--- src/rtl/page_xlate.sv ---
module page_xlate #(
  parameter int OFF_W = 8,
  parameter int VPN_W = 4,
  parameter int PPN_W = 3,
  parameter bit RO_EN = 1'b1
) (
  input  logic                   clk,
  input  logic                   rst_n,
  input  logic                   req_valid,
  input  logic                   req_store,
  input  logic [VPN_W+OFF_W-1:0] req_vaddr,
  output logic                   xl_hit,
  output logic [PPN_W+OFF_W-1:0] xl_paddr,
  output logic                   done_ok,
  output logic [PPN_W+OFF_W-1:0] done_paddr,
  output logic                   pg_fault,
  output logic                   ro_fault,
  output logic [VPN_W-1:0]       flt_vpn,
  output logic                   flt_store,
  input  logic                   mw_en,
  input  logic [VPN_W-1:0]       mw_vpn,
  input  logic                   mw_res,
  input  logic                   mw_dirty,
  input  logic                   mw_ro,
  input  logic [PPN_W-1:0]       mw_ppn,
  input  logic [VPN_W-1:0]       rd_vpn,
  output logic                   rd_res,
  output logic                   rd_dirty,
  output logic                   rd_ro,
  output logic [PPN_W-1:0]       rd_ppn
);
  localparam int VA_W  = VPN_W + OFF_W;
  localparam int NPAGE = 1 << VPN_W;

  logic [NPAGE-1:0] res_q, dirty_q, ro_q;
  logic [PPN_W-1:0] ppn_q [NPAGE];

  logic [VPN_W-1:0] vpn;
  logic             prot_bit, store_ok, store_prot;

  assign vpn      = req_vaddr[VA_W-1:OFF_W];
  assign xl_hit   = res_q[vpn];
  assign xl_paddr = xl_hit ? {ppn_q[vpn], req_vaddr[OFF_W-1:0]} : '0;

  generate
    if (RO_EN) begin : g_prot
      assign prot_bit = ro_q[vpn];
    end else begin : g_noprot
      assign prot_bit = 1'b0;
    end
  endgenerate

  assign store_ok   = req_valid & req_store & xl_hit & ~prot_bit;
  assign store_prot = req_valid & req_store & xl_hit & prot_bit;

  always_ff @(posedge clk or negedge rst_n) begin
    if (!rst_n) begin
      res_q   <= '0;
      dirty_q <= '0;
      ro_q    <= '0;
      for (int i = 0; i < NPAGE; i++) ppn_q[i] <= '0;
    end else begin
      if (store_ok) dirty_q[vpn] <= 1'b1;
      if (mw_en) begin
        res_q[mw_vpn]   <= mw_res;
        dirty_q[mw_vpn] <= mw_dirty;
        ro_q[mw_vpn]    <= RO_EN ? mw_ro : 1'b0;
        ppn_q[mw_vpn]   <= mw_ppn;
      end
    end
  end

  always_ff @(posedge clk or negedge rst_n) begin
    if (!rst_n) begin
      done_ok    <= 1'b0;
      pg_fault   <= 1'b0;
      ro_fault   <= 1'b0;
      done_paddr <= '0;
      flt_vpn    <= '0;
      flt_store  <= 1'b0;
    end else begin
      done_ok    <= req_valid & xl_hit & ~store_prot;
      pg_fault   <= req_valid & ~xl_hit;
      ro_fault   <= store_prot;
      done_paddr <= (req_valid & xl_hit & ~store_prot) ? xl_paddr : '0;
      if (req_valid & (~xl_hit | store_prot)) begin
        flt_vpn   <= vpn;
        flt_store <= req_store;
      end
    end
  end

  assign rd_res   = res_q[rd_vpn];
  assign rd_dirty = dirty_q[rd_vpn];
  assign rd_ro    = ro_q[rd_vpn];
  assign rd_ppn   = ppn_q[rd_vpn];

  AST_OFFSET_KEPT: assert property (@(posedge clk) disable iff (!rst_n)
    done_ok |-> done_paddr[OFF_W-1:0] == $past(req_vaddr[OFF_W-1:0]));
  AST_MISS_FAULTS: assert property (@(posedge clk) disable iff (!rst_n)
    (req_valid && !res_q[vpn]) |=> (pg_fault && !done_ok));
  AST_IDLE_QUIET: assert property (@(posedge clk) disable iff (!rst_n)
    !req_valid |=> !(done_ok || pg_fault || ro_fault));
  AST_FAULT_VPN: assert property (@(posedge clk) disable iff (!rst_n)
    (req_valid && !res_q[vpn]) |=> (flt_vpn == $past(vpn)));
  AST_STORE_DIRTIES: assert property (@(posedge clk) disable iff (!rst_n)
    (req_valid && req_store && res_q[vpn] && !(RO_EN && ro_q[vpn]) && !mw_en)
      |=> dirty_q[$past(vpn)]);
  AST_PROT_BLOCKS: assert property (@(posedge clk) disable iff (!rst_n)
    (RO_EN && req_valid && req_store && res_q[vpn] && ro_q[vpn])
      |=> (ro_fault && !done_ok));
  AST_INSTALL_TAKES: assert property (@(posedge clk) disable iff (!rst_n)
    mw_en |=> (res_q[$past(mw_vpn)] == $past(mw_res)));
endmodule

--- config.mk ---
export PLATFORM = sky130hd
export DESIGN_NAME = page_xlate
export DESIGN_NICKNAME = d
export VERILOG_FILES = /design/src/rtl/page_xlate.sv
export SDC_FILE = /design/constraint.sdc
export NUM_CORES = 1
export LEC_CHECK = 0
export ABC_CLOCK_PERIOD_IN_PS = 4000
export BUFFER_PORTS_ARGS = -buffer_cell sky130_fd_sc_hd__buf_2
export CORE_UTILIZATION = 55
export CTS_BUF_LIST = sky130_fd_sc_hd__clkbuf_4 sky130_fd_sc_hd__clkbuf_8 sky130_fd_sc_hd__clkbuf_16
export DETAILED_ROUTE_END_ITERATION = 7
export PLACE_DENSITY = 0.88
export SLEW_MARGIN = 0
export SYNTH_ARGS = -nofsm -noshare
export SYNTH_HDL_FRONTEND = slang
export SYNTH_SLANG_ARGS = --single-unit
--- constraint.sdc ---
create_clock -name clk -period 4 [get_ports clk]
set_clock_uncertainty 0.2 [all_clocks]
set_input_delay 0.6 -clock clk [delete_from_list [all_inputs] [get_ports clk]]
set_output_delay 0.6 -clock clk [all_outputs]
set_load 0.02 [all_outputs]
==> summary.md, run 1 <==
| Metric | Value |
|---|---|
| Unrepaired setup endpoints after global routing | `false` |
| Largest fanout on the critical path | `24` |
| Clk slew on worst S/H paths | `0.05 ns` |
| Status | `completed` |
| Antenna viol nets, final | `0` |
| Core area | `0.0104 mm²` |
| Total I/O pin count | `68` |
| CTS H-tree depth | `4` |
| Site Rows | `37` |
| GRT Residual Overflow | `0` |
| Psw | `1.14 mW` |
| CP arrival | `2.96 ns` |
| GPL Wtd Cong | `0.882` |
| Sw frac | `26.4%` |
| Synth Area per Inst | `13.9 µm²` |
| CP Launch Point | `req_vaddr[9]` |
| Worst skew pair latency | `0.52 ns` |
| Routed WL | `16100 µm` |
| Gate Count Post-Synth | `429` |
| Logic pwr share | `21.1%` |
| All-Layer GR Usage | `30.8%` |
| CP Launch Type | `input pin` |
| Register area | `0.00288 mm²` |
| Commonest non-fill, non-tap cell in the layout | `dfrtp_1` |
| Crit share post-route | `94.0%` |
| Starting density of the core | `57.3%` |
| Area occupied by multi-input gates | `0.00293 mm²` |
| Horiz. Die Dim | `106 µm` |
| Hold Crit Class | `in -> reg` |
| Int Power | `3.17 mW` |
| Die ar. | `0.0113 mm²` |
| Fillers | `657` |
| Most frequent CP cell | `buf_2` |
| Most frequent cells in the layout | `dfrtp_1, mux2_2, buf_2` |
| Pwr/cell area | `609 mW/mm²` |
| Vias in the first global route | `4413` |
| Clock sink total | `115` |
| Max stage delay on crit path | `0.68 ns` |
| NumNets Final | `519` |
| DRC viols | `0` |
| Maxcap violations | `0` |
| HP Start | `req_vaddr[6]` |
| First-pass GRT wire length | `25100 µm` |
| Drt pass-1 iters | `5` |
| Clk network pwr share | `41.3%` |
| CTS Root Cell | `clkbuf_8` |
| Crit-path slowest cell | `o21ai_1` |
| Final core utilization | `68.0%` |
| Fraction of layout cells with a size suffix above 1 | `46.1%` |
| Worst vdd ir | `442 µV` |
| Seq/Total Area, Yosys | `48.2%` |
| Clock Path Buffers | `2` |
| Cell family with most CP delay | `compound AO/OA/AOI/OAI gates` |
| Library cells used by synthesis | `43` |
| Syn-to-layout area delta | `18.8%` |
| Ant diodes | `0` |
| Fmax | `266 MHz` |
| Max-slew violations | `0` |
| Buffers on Ports | `67` |
| Initial DRC count | `414` |
| Wire per inst | `25.3 µm` |
| Req. time, crit path | `3.20 ns` |
| Max-Slew Margin vs Limit | `31.6%` |
| CTS tree | `yes` |
| Kind of critical path | `in -> out` |
| Post-synthesis register bit count | `115` |
| Worst-Margin Slew | `1.02 ns` |
| Synth Warn # | `0` |
| Post-route minimum period | `3.76 ns` |
| Netlist Area Pre-Place | `0.00596 mm²` |
| Die Span Y | `106 µm` |
| Buf/Inv on CP | `2` |
| Worst setup EP type | `output port` |
| R2R Path Start | `ro_q[11]$_DFFE_PN0P_` |
| Leak pwr | `3.10 nW` |
| Total CTS buffers | `17` |
| Hpwl dp | `9560 µm` |
| Vias after detailed routing | `4338` |
| Sequential share of power | `37.6%` |
| Largest net degree at the start of global routing | `116` |
| Final setup TNS | `0 ns` |
| Fin. Hold Viols | `0` |
| Final setup vio count | `0` |
| Syn nets | `460` |
| Reg2reg setup slack | `1.49 ns` |
| Via density | `6.81` |
| Initial antenna violation count | `0` |
| Crit-path cells | `buf_2, mux4_2, nor2_1, a221o_1, o21ai_1, and2_1, buf_2` |
## repair_timing
item,4_1_cts,5_1_grt
hold buffers,1,0
gates resized for setup,0,0
hold endpoints to repair,1,0
setup buffers,0,0
## layout make-up
cell class	instances	share of cell area, %
multi-input combinational	279	41.3
sequential	115	40.6
clock buffer	22	6.64
timing repair buffer	72	5.69
clock inverter	10	3.18
tap	136	2.40
inverter	3	0.159
## through the flow
step                instance area [µm²]  power, mW  worst slack (ns)  hold WS (ns)  cells
floorplan                          5960       2.22             0.776         0.104    429
global placement                   6380       2.44             0.427         0.295    604
global route                       7090       4.46             0.128         0.105    637
finish                             7090       4.31             0.241         0.107    637
detailed placement                 6380       2.49             0.288         0.301    604
CTS                                7090       4.31             0.277        0.0986    637
## metal layers
metal	share of wire, %	vias to the layer above	GRT usage [%]
li1	-	1730	-
met1	38	2194	39.7
met2	48	346	46.6
met3	9.9	68	9.07
met4	4.5	0	17.8
met5	0	-	0
## synthesized netlist by cell type
library cell	n	share of area, %
dfrtp_1	115	48
mux2_2	71	13
mux4_2	48	18
and2_1	23	2.4
nor2_1	22	1.4
clkbuf_1	20	1.3
nand2_1	16	1.0
a21oi_1	14	1.2
o21ai_1	11	0.92
mux2_1	10	1.9
mux2i_1	9	1.5
a31oi_1	8	0.84
nor2b_1	7	0.73
buf_2	6	0.50
nand2b_1	6	0.63
buf_4	3	0.38
inv_1	3	0.19
mux2_4	3	0.76
nand3_1	3	0.25
nand3b_1	3	0.38
or3_1	3	0.31
a211oi_1	2	0.25
a221o_1	2	0.34
buf_1	2	0.13
a22oi_1	1	0.13
a311o_2	1	0.19
a31oi_4	1	0.36
a41oi_1	1	0.15
and3_1	1	0.10
buf_6	1	0.19
nand2_2	1	0.10
nor2b_2	1	0.15
nor3_2	1	0.17
nor3b_1	1	0.13
nor3b_4	1	0.31
o21a_1	1	0.13
o21ai_0	1	0.084
o22a_1	1	0.15
o31a_1	1	0.15
o32ai_1	1	0.15
or2_0	1	0.10
or2_1	1	0.10
or3b_1	1	0.15
## power by group through the flow
stage          registers (mW)  logic, mW  clock network [mW]
2_1_floorplan            1.58      0.635                   0
3_3_place_gp             1.59      0.848                   0
3_5_place_dp             1.61      0.883                   0
4_1_cts                  1.61      0.908                1.79
5_1_grt                  1.64      0.967                1.85
6_report                 1.62      0.910                1.78
## cells by family after synthesis
kind of cell,Yosys count,share of synthesized area (%)
mux,141,35.7
buf+inv,35,2.64
compound gates,46,4.99
flops,115,48.2
simple gates,92,8.43
## registers in the layout, indices dropped and copies added (netlist names)
name,count
flt_vpn,4
flt_store,1
ppn_q,48
done_ok,1
ro_fault,1
ro_q,16
done_paddr,11
res_q,16
dirty_q,16
pg_fault,1
## path summary, 6_finish.rpt
path | endpoint | depth (start not counted)
min in group asynchronous | ppn_q[15]$_DFFE_PN0P_ | 3
hold reg to reg | ppn_q[40]$_DFFE_PN0P_ | 1
max in group asynchronous | dirty_q[15]$_DFF_PN0_ | 3
setup reg to reg | dirty_q[1]$_DFF_PN0_ | 6
hold / removal | done_paddr[6]$_DFF_PN0_ | 2
setup / recovery | xl_paddr[9] | 7
## worst reg2reg max path, delay by kind of cell, from the launching register on
kind,cells,cell delay [ns]
compound gates,3,0.75
flops,1,0.41
mux,1,0.38
simple gates,2,0.69
(Power assumes the default switching activity.)
==> inputs of run 2 (changes only) <==
Settings changed: ABC_AREA from default to 1.
==> summary.md, run 2 <==
| Metric | Value |
|---|---|
| Total CTS buffers | `17 (unchanged)` |
| Met3 GRT Util | `8.29% (was 9.07%)` |
| First-pass GRT wire length | `29500 µm (was 25100 µm)` |
| Most Crowded Layer GR | `met2 (unchanged)` |
| Initial antenna violation count | `0 (unchanged)` |
| Largest fanout on the critical path | `25 (was 24)` |
| Post-synth top cells | `nand2_1, o21ai_0, dfrtp_1, nor2_1, inv_1 (was dfrtp_1, mux2_2, mux4_2)` |
| Ant diodes | `0 (unchanged)` |
| Core area | `0.0108 mm² (was 0.0104 mm²)` |
| Grt met1 use | `45.2% (was 39.7%)` |
| Largest register by flop count | `ppn_q (unchanged)` |
| Die Span Y | `108 µm (was 106 µm)` |
| CTS Root Cell | `clkbuf_8 (unchanged)` |
| Reg2reg setup slack | `1.99 ns (was 1.49 ns)` |
| Buffers on Ports | `67 (unchanged)` |
| Crit-path cells | `buf_2, inv_2, nand2_1, nand2_1, nand2_1, nand2_1, nand2_1, nand2_1, inv_1, nand2_2, inv_2, nor2_1, buf_2 (was buf_2, mux4_2, nor2_1, a221o_1, o21ai_1, and2_1, buf_2)` |
| GPL Wtd Cong | `0.966 (was 0.882)` |
| Final setup vio count | `0 (unchanged)` |
| Wire per inst | `17.9 µm (was 25.3 µm)` |
| Worst setup EP type | `output port (unchanged)` |
| Share of the synthesized area in the top cell type | `46.8% (was 48.2%)` |
| Max-slew violations | `0 (unchanged)` |
| Syn nets | `876 (was 460)` |
| Post-DP Area | `0.00652 mm² (was 0.00638 mm²)` |
| Largest register FFs | `48 (unchanged)` |
| Synth Area per Inst | `7.27 µm² (was 13.9 µm²)` |
| Post-CTS Resized | `0 (unchanged)` |
| Initial DRC count | `927 (was 414)` |
| Vias after detailed routing | `6301 (was 4338)` |
| Fraction of layout cells with a size suffix above 1 | `13.0% (was 46.1%)` |
| DRC viols | `0 (unchanged)` |
| CTS tree | `yes (unchanged)` |
| All-Layer GR Usage | `33.9% (was 30.8%)` |
| Synth async-reset ratio | `100% (unchanged)` |
| Drt pass-1 iters | `8 (was 5)` |
| R2R Path Start | `res_q[11]$_DFFE_PN0P_ (was ro_q[11]$_DFFE_PN0P_)` |
| Largest net degree at the start of global routing | `71 (was 116)` |
| NumNets Final | `925 (was 519)` |
| Fin. Hold Viols | `0 (unchanged)` |
| Largest cells by area after synthesis | `dfrtp_1, nand2_1, o21ai_0 (was dfrtp_1, mux4_2, mux2_2)` |
| Clk slew on worst S/H paths | `0.06 ns (was 0.05 ns)` |
| Synth Warn # | `0 (unchanged)` |
| CP arrival | `2.62 ns (was 2.96 ns)` |
| Crit share post-route | `85.5% (was 94.0%)` |
| Kind of critical path | `in -> out (unchanged)` |
| Req. time, crit path | `3.20 ns (about the same)` |
| Most used DFF post-synth | `dfrtp_1 (unchanged)` |
| Final setup TNS | `0 ns (unchanged)` |
| Hold Crit Class | `in -> async (was in -> reg)` |
| Worst skew pair latency | `0.52 ns (about the same)` |
| Unrepaired setup endpoints after global routing | `false (unchanged)` |
| Leak pwr | `3.55 nW (was 3.10 nW)` |
| Status | `completed (unchanged)` |
| Library cells used by synthesis | `23 (was 43)` |
| CTS Hold Bufs | `0 (was 1)` |
| Starting density of the core | `56.7% (was 57.3%)` |
| Gate Count Post-Synth | `845 (was 429)` |
| Via density | `6.02 (was 6.81)` |
| GRT Residual Overflow | `0 (unchanged)` |
| Clock sink total | `115 (unchanged)` |
| Total I/O pin count | `68 (unchanged)` |
| EDFF count, synth | `0 (unchanged)` |
| Syn-to-layout area delta | `16.9% (was 18.8%)` |
| Max stage delay on crit path | `0.38 ns (was 0.68 ns)` |
| Vias in the first global route | `5784 (was 4413)` |
| Netlist Area Pre-Place | `0.00614 mm² (was 0.00596 mm²)` |
| Antenna viol nets, final | `0 (unchanged)` |
| Fmax | `292 MHz (was 266 MHz)` |
| Routed WL | `18800 µm (was 16100 µm)` |
| Worst-Margin Slew | `0.902 ns (was 1.02 ns)` |
| Cells on worst reg2reg path | `12 (was 6)` |
| Count leader, synth | `nand2_1 (was dfrtp_1)` |
| Placed insts | `1015 (was 604)` |
| Post-synthesis register bit count | `115 (unchanged)` |
| Post-route minimum period | `3.42 ns (was 3.76 ns)` |
| Crit-path slowest cell | `inv_2 (was o21ai_1)` |
| CTS H-tree depth | `4 (unchanged)` |
| Finished Cell Area | `0.00718 mm² (was 0.00709 mm²)` |
| Commonest non-fill, non-tap cell in the layout | `nand2_1 (was dfrtp_1)` |
| CP Launch Type | `input pin (unchanged)` |
| Pwr/cell area | `561 mW/mm² (was 609 mW/mm²)` |
| Finished Layout Cells | `1047 (was 637)` |
| Worst r2r dst | `flt_vpn[1]$_DFFE_PN0P_ (was dirty_q[1]$_DFF_PN0_)` |
| Most frequent cells in the layout | `nand2_1, o21ai_0, nor2_1, dfrtp_1, inv_1 (was dfrtp_1, mux2_2, buf_2)` |
| Maxcap violations | `0 (unchanged)` |
| Post-CTS setup buffer count | `0 (unchanged)` |
| Met2 Usage GRT | `50.2% (was 46.6%)` |
| WHS | `0.0126 ns (was 0.107 ns)` |
| Max-Slew Margin vs Limit | `39.9% (was 31.6%)` |
| Horiz. Die Dim | `108 µm (was 106 µm)` |
| Seq/Total Area, Yosys | `46.8% (was 48.2%)` |
| Worst vdd ir | `263 µV (was 442 µV)` |
| Most frequent CP cell | `nand2_1 (was buf_2)` |
| Site Rows | `38 (was 37)` |
| Area leader, netlist | `dfrtp_1 (unchanged)` |
| Hpwl dp | `12200 µm (was 9560 µm)` |
| Die ar. | `0.0116 mm² (was 0.0113 mm²)` |
| Clock Path Buffers | `2 (unchanged)` |
==> run 2: cell count changes in the layout (fill, tap and decap cells not counted), moves of 48 or more <==
cell	change
nand2_1	+199
inv_1	+78
o21ai_0	+150
mux2_2	-71
nor2_1	+93
mux4_2	-48
==> run 2: cell families (layout without fill, tap and decap cells) <==
logic type,after synthesis,count (layout),share of synthesized area [%]
AND/OR/NAND/NOR,377,377,24.7
AO/OA/AOI/OAI,221,221,19.8
buffers and inverters,132,194,8.69
flip-flops,115,115,46.8
==> run 2: worst max-delay path by stage <==
stage,startpoint,end,slack (ns),depth (start not counted)
after floorplan,req_vaddr[8],xl_paddr[8],1.32,14
after global placement,req_vaddr[8],xl_paddr[9],0.82,13
after detailed placement,req_vaddr[8],xl_paddr[9],0.70,13
after CTS,req_vaddr[8],xl_paddr[9],0.64,13
after global routing,req_vaddr[8],xl_paddr[9],0.39,13
final,req_vaddr[8],xl_paddr[9],0.58,13
==> run 2: cell type report <==
| type | instances | area (µm²) |
|---|---|---|
| fillers | 849 | 3660 |
| flip-flops and latches | 115 | 2880 |
| multi-input cells | 598 | 2730 |
| clock buffers | 19 | 435 |
| repair buffers | 77 | 413 |
| inverters | 85 | 319 |
| clock inverters | 13 | 230 |
| well taps | 140 | 175 |
==> run 2: metal layers <==
layer	vias to the layer above	wire, µm
met2	482	8190
met3	110	2260
li1	2856	-
met1	2853	7220
met5	-	0
met4	0	1080
==> run 2: metrics by stage <==
stage / utilization, % / power [mW] / setup slack [ns]
floorplan: - / 2.05 / 1.32
global placement: 60.1 / 2.26 / 0.821
detailed placement: 60.1 / 2.29 / 0.703
CTS: 66.3 / 4.00 / 0.636
global route: 66.3 / 4.19 / 0.392
finish: 66.3 / 4.03 / 0.580
==> run 2: critical path: cells and delay by family <==
family,cells,cell delay [ns]
buffers and inverters,5,1.03
and+or+nand+nor,8,0.97
==> run 2: power breakdown <==
part	switching, mW	internal, mW	total [mW]	leakage (nW)
Sequential	0.164	1.40	1.56	1.43
Combinational	0.501	0.250	0.751	1.80
Clock	0.558	1.16	1.72	0.318
==> inputs of run 3 (changes only) <==
Settings changed: ABC_AREA 1 to default, SETUP_SLACK_MARGIN from default to 0.5.
==> summary.md, run 3 (synthesized netlist as in run 1, its figures left out) <==
| Metric | Value |
|---|---|
| Status | `completed (unchanged)` |
| Unrepaired setup endpoints after global routing | `false (unchanged)` |
| Total CTS buffers | `17 (unchanged)` |
| Initial antenna violation count | `0 (unchanged)` |
| Die Span Y | `106 µm (was 108 µm)` |
| Hold path cells | `2` |
| Clock sink total | `115 (unchanged)` |
| First-pass GRT wire length | `25200 µm (was 29500 µm)` |
| GPL Wtd Cong | `0.882 (was 0.966)` |
| HP Start | `req_vaddr[6]` |
| Antenna viol nets, final | `0 (unchanged)` |
| Area occupied by multi-input gates | `0.00293 mm² (was 0.00273 mm²)` |
| Die ar. | `0.0113 mm² (was 0.0116 mm²)` |
| Final Power | `4.32 mW (was 4.03 mW)` |
| Fin. Hold Viols | `0 (unchanged)` |
| Worst r2r dst | `dirty_q[1]$_DFF_PN0_ (was flt_vpn[1]$_DFFE_PN0P_)` |
| Fmax | `292 MHz (about the same)` |
| Site Rows | `37 (was 38)` |
| CTS tree | `yes (unchanged)` |
| Starting density of the core | `57.3% (was 56.7%)` |
| Largest net degree at the start of global routing | `116 (was 71)` |
| Clk slew on worst S/H paths | `0.06 ns (about the same)` |
| Final setup vio count | `0 (unchanged)` |
| NumNets Final | `519 (was 925)` |
| Final core utilization | `68.1% (was 66.3%)` |
| R2R Path Start | `ro_q[10]$_DFFE_PN0P_ (was res_q[11]$_DFFE_PN0P_)` |
| Hold Crit Class | `in -> reg (was in -> async)` |
| Max-Slew Margin vs Limit | `28.8% (was 39.9%)` |
| Clock Path Buffers | `2 (unchanged)` |
| CP Launch Point | `req_vaddr[8] (unchanged)` |
| CP arrival | `2.62 ns (about the same)` |
| Hold Path Sink | `done_paddr[6]$_DFF_PN0_` |
| Drt pass-1 iters | `5 (was 8)` |
| Post-DP Area | `0.00638 mm² (was 0.00652 mm²)` |
| Fraction of layout cells with a size suffix above 1 | `46.3% (was 13.0%)` |
| CP Launch Type | `input pin (unchanged)` |
| Worst setup EP type | `output port (unchanged)` |
| Worst-Margin Slew | `1.06 ns (was 0.902 ns)` |
| Most frequent cells in the layout | `dfrtp_1, mux2_2, buf_2 (was nand2_1, o21ai_0, nor2_1, dfrtp_1, inv_1)` |
| Buffers on Ports | `67 (unchanged)` |
| Worst skew pair latency | `0.52 ns (about the same)` |
| Wire per inst | `25.3 µm (was 17.9 µm)` |
| Horiz. Die Dim | `106 µm (was 108 µm)` |
| Reg2reg setup slack | `1.45 ns (was 1.99 ns)` |
| Syn-to-layout area delta | `18.9% (was 16.9%)` |
| Ant diodes | `0 (unchanged)` |
| Largest register by flop count | `ppn_q (unchanged)` |
| Routed WL | `16100 µm (was 18800 µm)` |
| Largest register FFs | `48 (unchanged)` |
| Initial DRC count | `433 (was 927)` |
| Crit-path slowest cell | `mux4_2 (was inv_2)` |
| Core area | `0.0104 mm² (was 0.0108 mm²)` |
| Commonest non-fill, non-tap cell in the layout | `dfrtp_1 (was nand2_1)` |
| Leak pwr | `3.11 nW (was 3.55 nW)` |
| DRC viols | `0 (unchanged)` |
| Largest fanout on the critical path | `24 (was 25)` |
| GRT Residual Overflow | `0 (unchanged)` |
| Req. time, crit path | `3.20 ns (about the same)` |
| Via density | `6.75 (was 6.02)` |
| Vias in the first global route | `4419 (was 5784)` |
| Register area | `0.00288 mm² (unchanged)` |
| Finished Layout Cells | `637 (was 1047)` |
| Crit-path cells | `buf_2, mux4_2, mux4_2, and2_1, buf_2 (was buf_2, inv_2, nand2_1, nand2_1, nand2_1, nand2_1, nand2_1, nand2_1, inv_1, nand2_2, inv_2, nor2_1, buf_2)` |
| Worst vdd ir | `446 µV (was 263 µV)` |
| Final setup TNS | `0 ns (unchanged)` |
| Pwr/cell area | `609 mW/mm² (was 561 mW/mm²)` |
| CTS Root Cell | `clkbuf_8 (unchanged)` |
| Kind of critical path | `in -> out (unchanged)` |
| Max stage delay on crit path | `0.65 ns (was 0.38 ns)` |
| Total I/O pin count | `68 (unchanged)` |
| Post-CTS setup buffer count | `0 (unchanged)` |
| Fillers | `654 (was 849)` |
| Hpwl dp | `9560 µm (was 12200 µm)` |
| Placed insts | `604 (was 1015)` |
| Vias after detailed routing | `4300 (was 6301)` |
| All-Layer GR Usage | `30.8% (was 33.9%)` |
| Finished Cell Area | `0.00709 mm² (was 0.00718 mm²)` |
| Max-slew violations | `0 (unchanged)` |
| Post-route minimum period | `3.42 ns (about the same)` |
| Crit share post-route | `85.6% (was 85.5%)` |
| Cells on worst reg2reg path | `6 (was 12)` |
| CTS H-tree depth | `4 (unchanged)` |
| Maxcap violations | `0 (unchanged)` |
==> run 3: cell types whose count changed in the layout (fill, tap and decap cells not counted), sizes merged, moves of 12 or more <==
| cell | change |
|---|---|
| inv | -83 |
| o21ai | -140 |
| mux2 | +84 |
| o221ai | -12 |
| nand2 | -200 |
| nand3 | -20 |
| and2 | +23 |
| a21oi | -19 |
| nor2 | -95 |
| mux4 | +48 |
| nand4 | -17 |
==> run 3: routing by layer <==
metal  vias to the layer above  GRT usage [%]  part of all wire, %
met5                         -              0                    0
met4                         0           17.8                  4.7
met3                        74           9.07                   10
met2                       337           46.7                   48
met1                      2159           39.8                   38
li1                       1730              -                    -
==> run 3: metrics by stage <==
step,setup WS [ns],hold WS [ns]
finish,0.578,0.0960
global route,0.509,0.105
CTS,0.534,0.0986
detailed placement,0.288,0.301
global placement,0.427,0.295
floorplan,0.776,0.104
==> run 3: power breakdown <==
| part | internal [mW] | switching (mW) |
|---|---|---|
| registers | 1.42 | 0.199 |
| clock network | 1.26 | 0.524 |
| logic | 0.491 | 0.424 |
| total | 3.17 | 1.15 |
==> run 3: timing repair <==
item / CTS / global route
hold buffers: 1 / 0
endpoints found under the hold margin: 1 / 0
gates resized for setup: 1 / 1
setup endpoints to repair: 12 / 11
cloned: 0 / 0
==> run 3: worst max path at each step <==
stage	endpoint	slack, ns	cells after the start
3_3_place_gp	xl_paddr[10]	0.43	7
4_1_cts	xl_paddr[6]	0.53	7
2_1_floorplan	xl_paddr[10]	0.78	8
3_5_place_dp	xl_paddr[9]	0.29	7
6_report	xl_paddr[8]	0.58	5
5_1_grt	xl_paddr[10]	0.51	5
==> run 3: layout make-up <==
cell class	instances	share of cell area (%)
Timing Repair Buffer	72	5.72
Clock buffer	22	6.63
Clock inverter	10	3.18
Multi-Input combinational cell	279	41.3
Inverter	3	0.159
Tap cell	136	2.40
Sequential cell	115	40.6
==> run 3: worst max-delay path: cells and delay by family <==
family | cells | cell delay, ns
buffers and inverters | 2 | 0.68
muxes | 2 | 1.16
and+or+nand+nor | 1 | 0.17
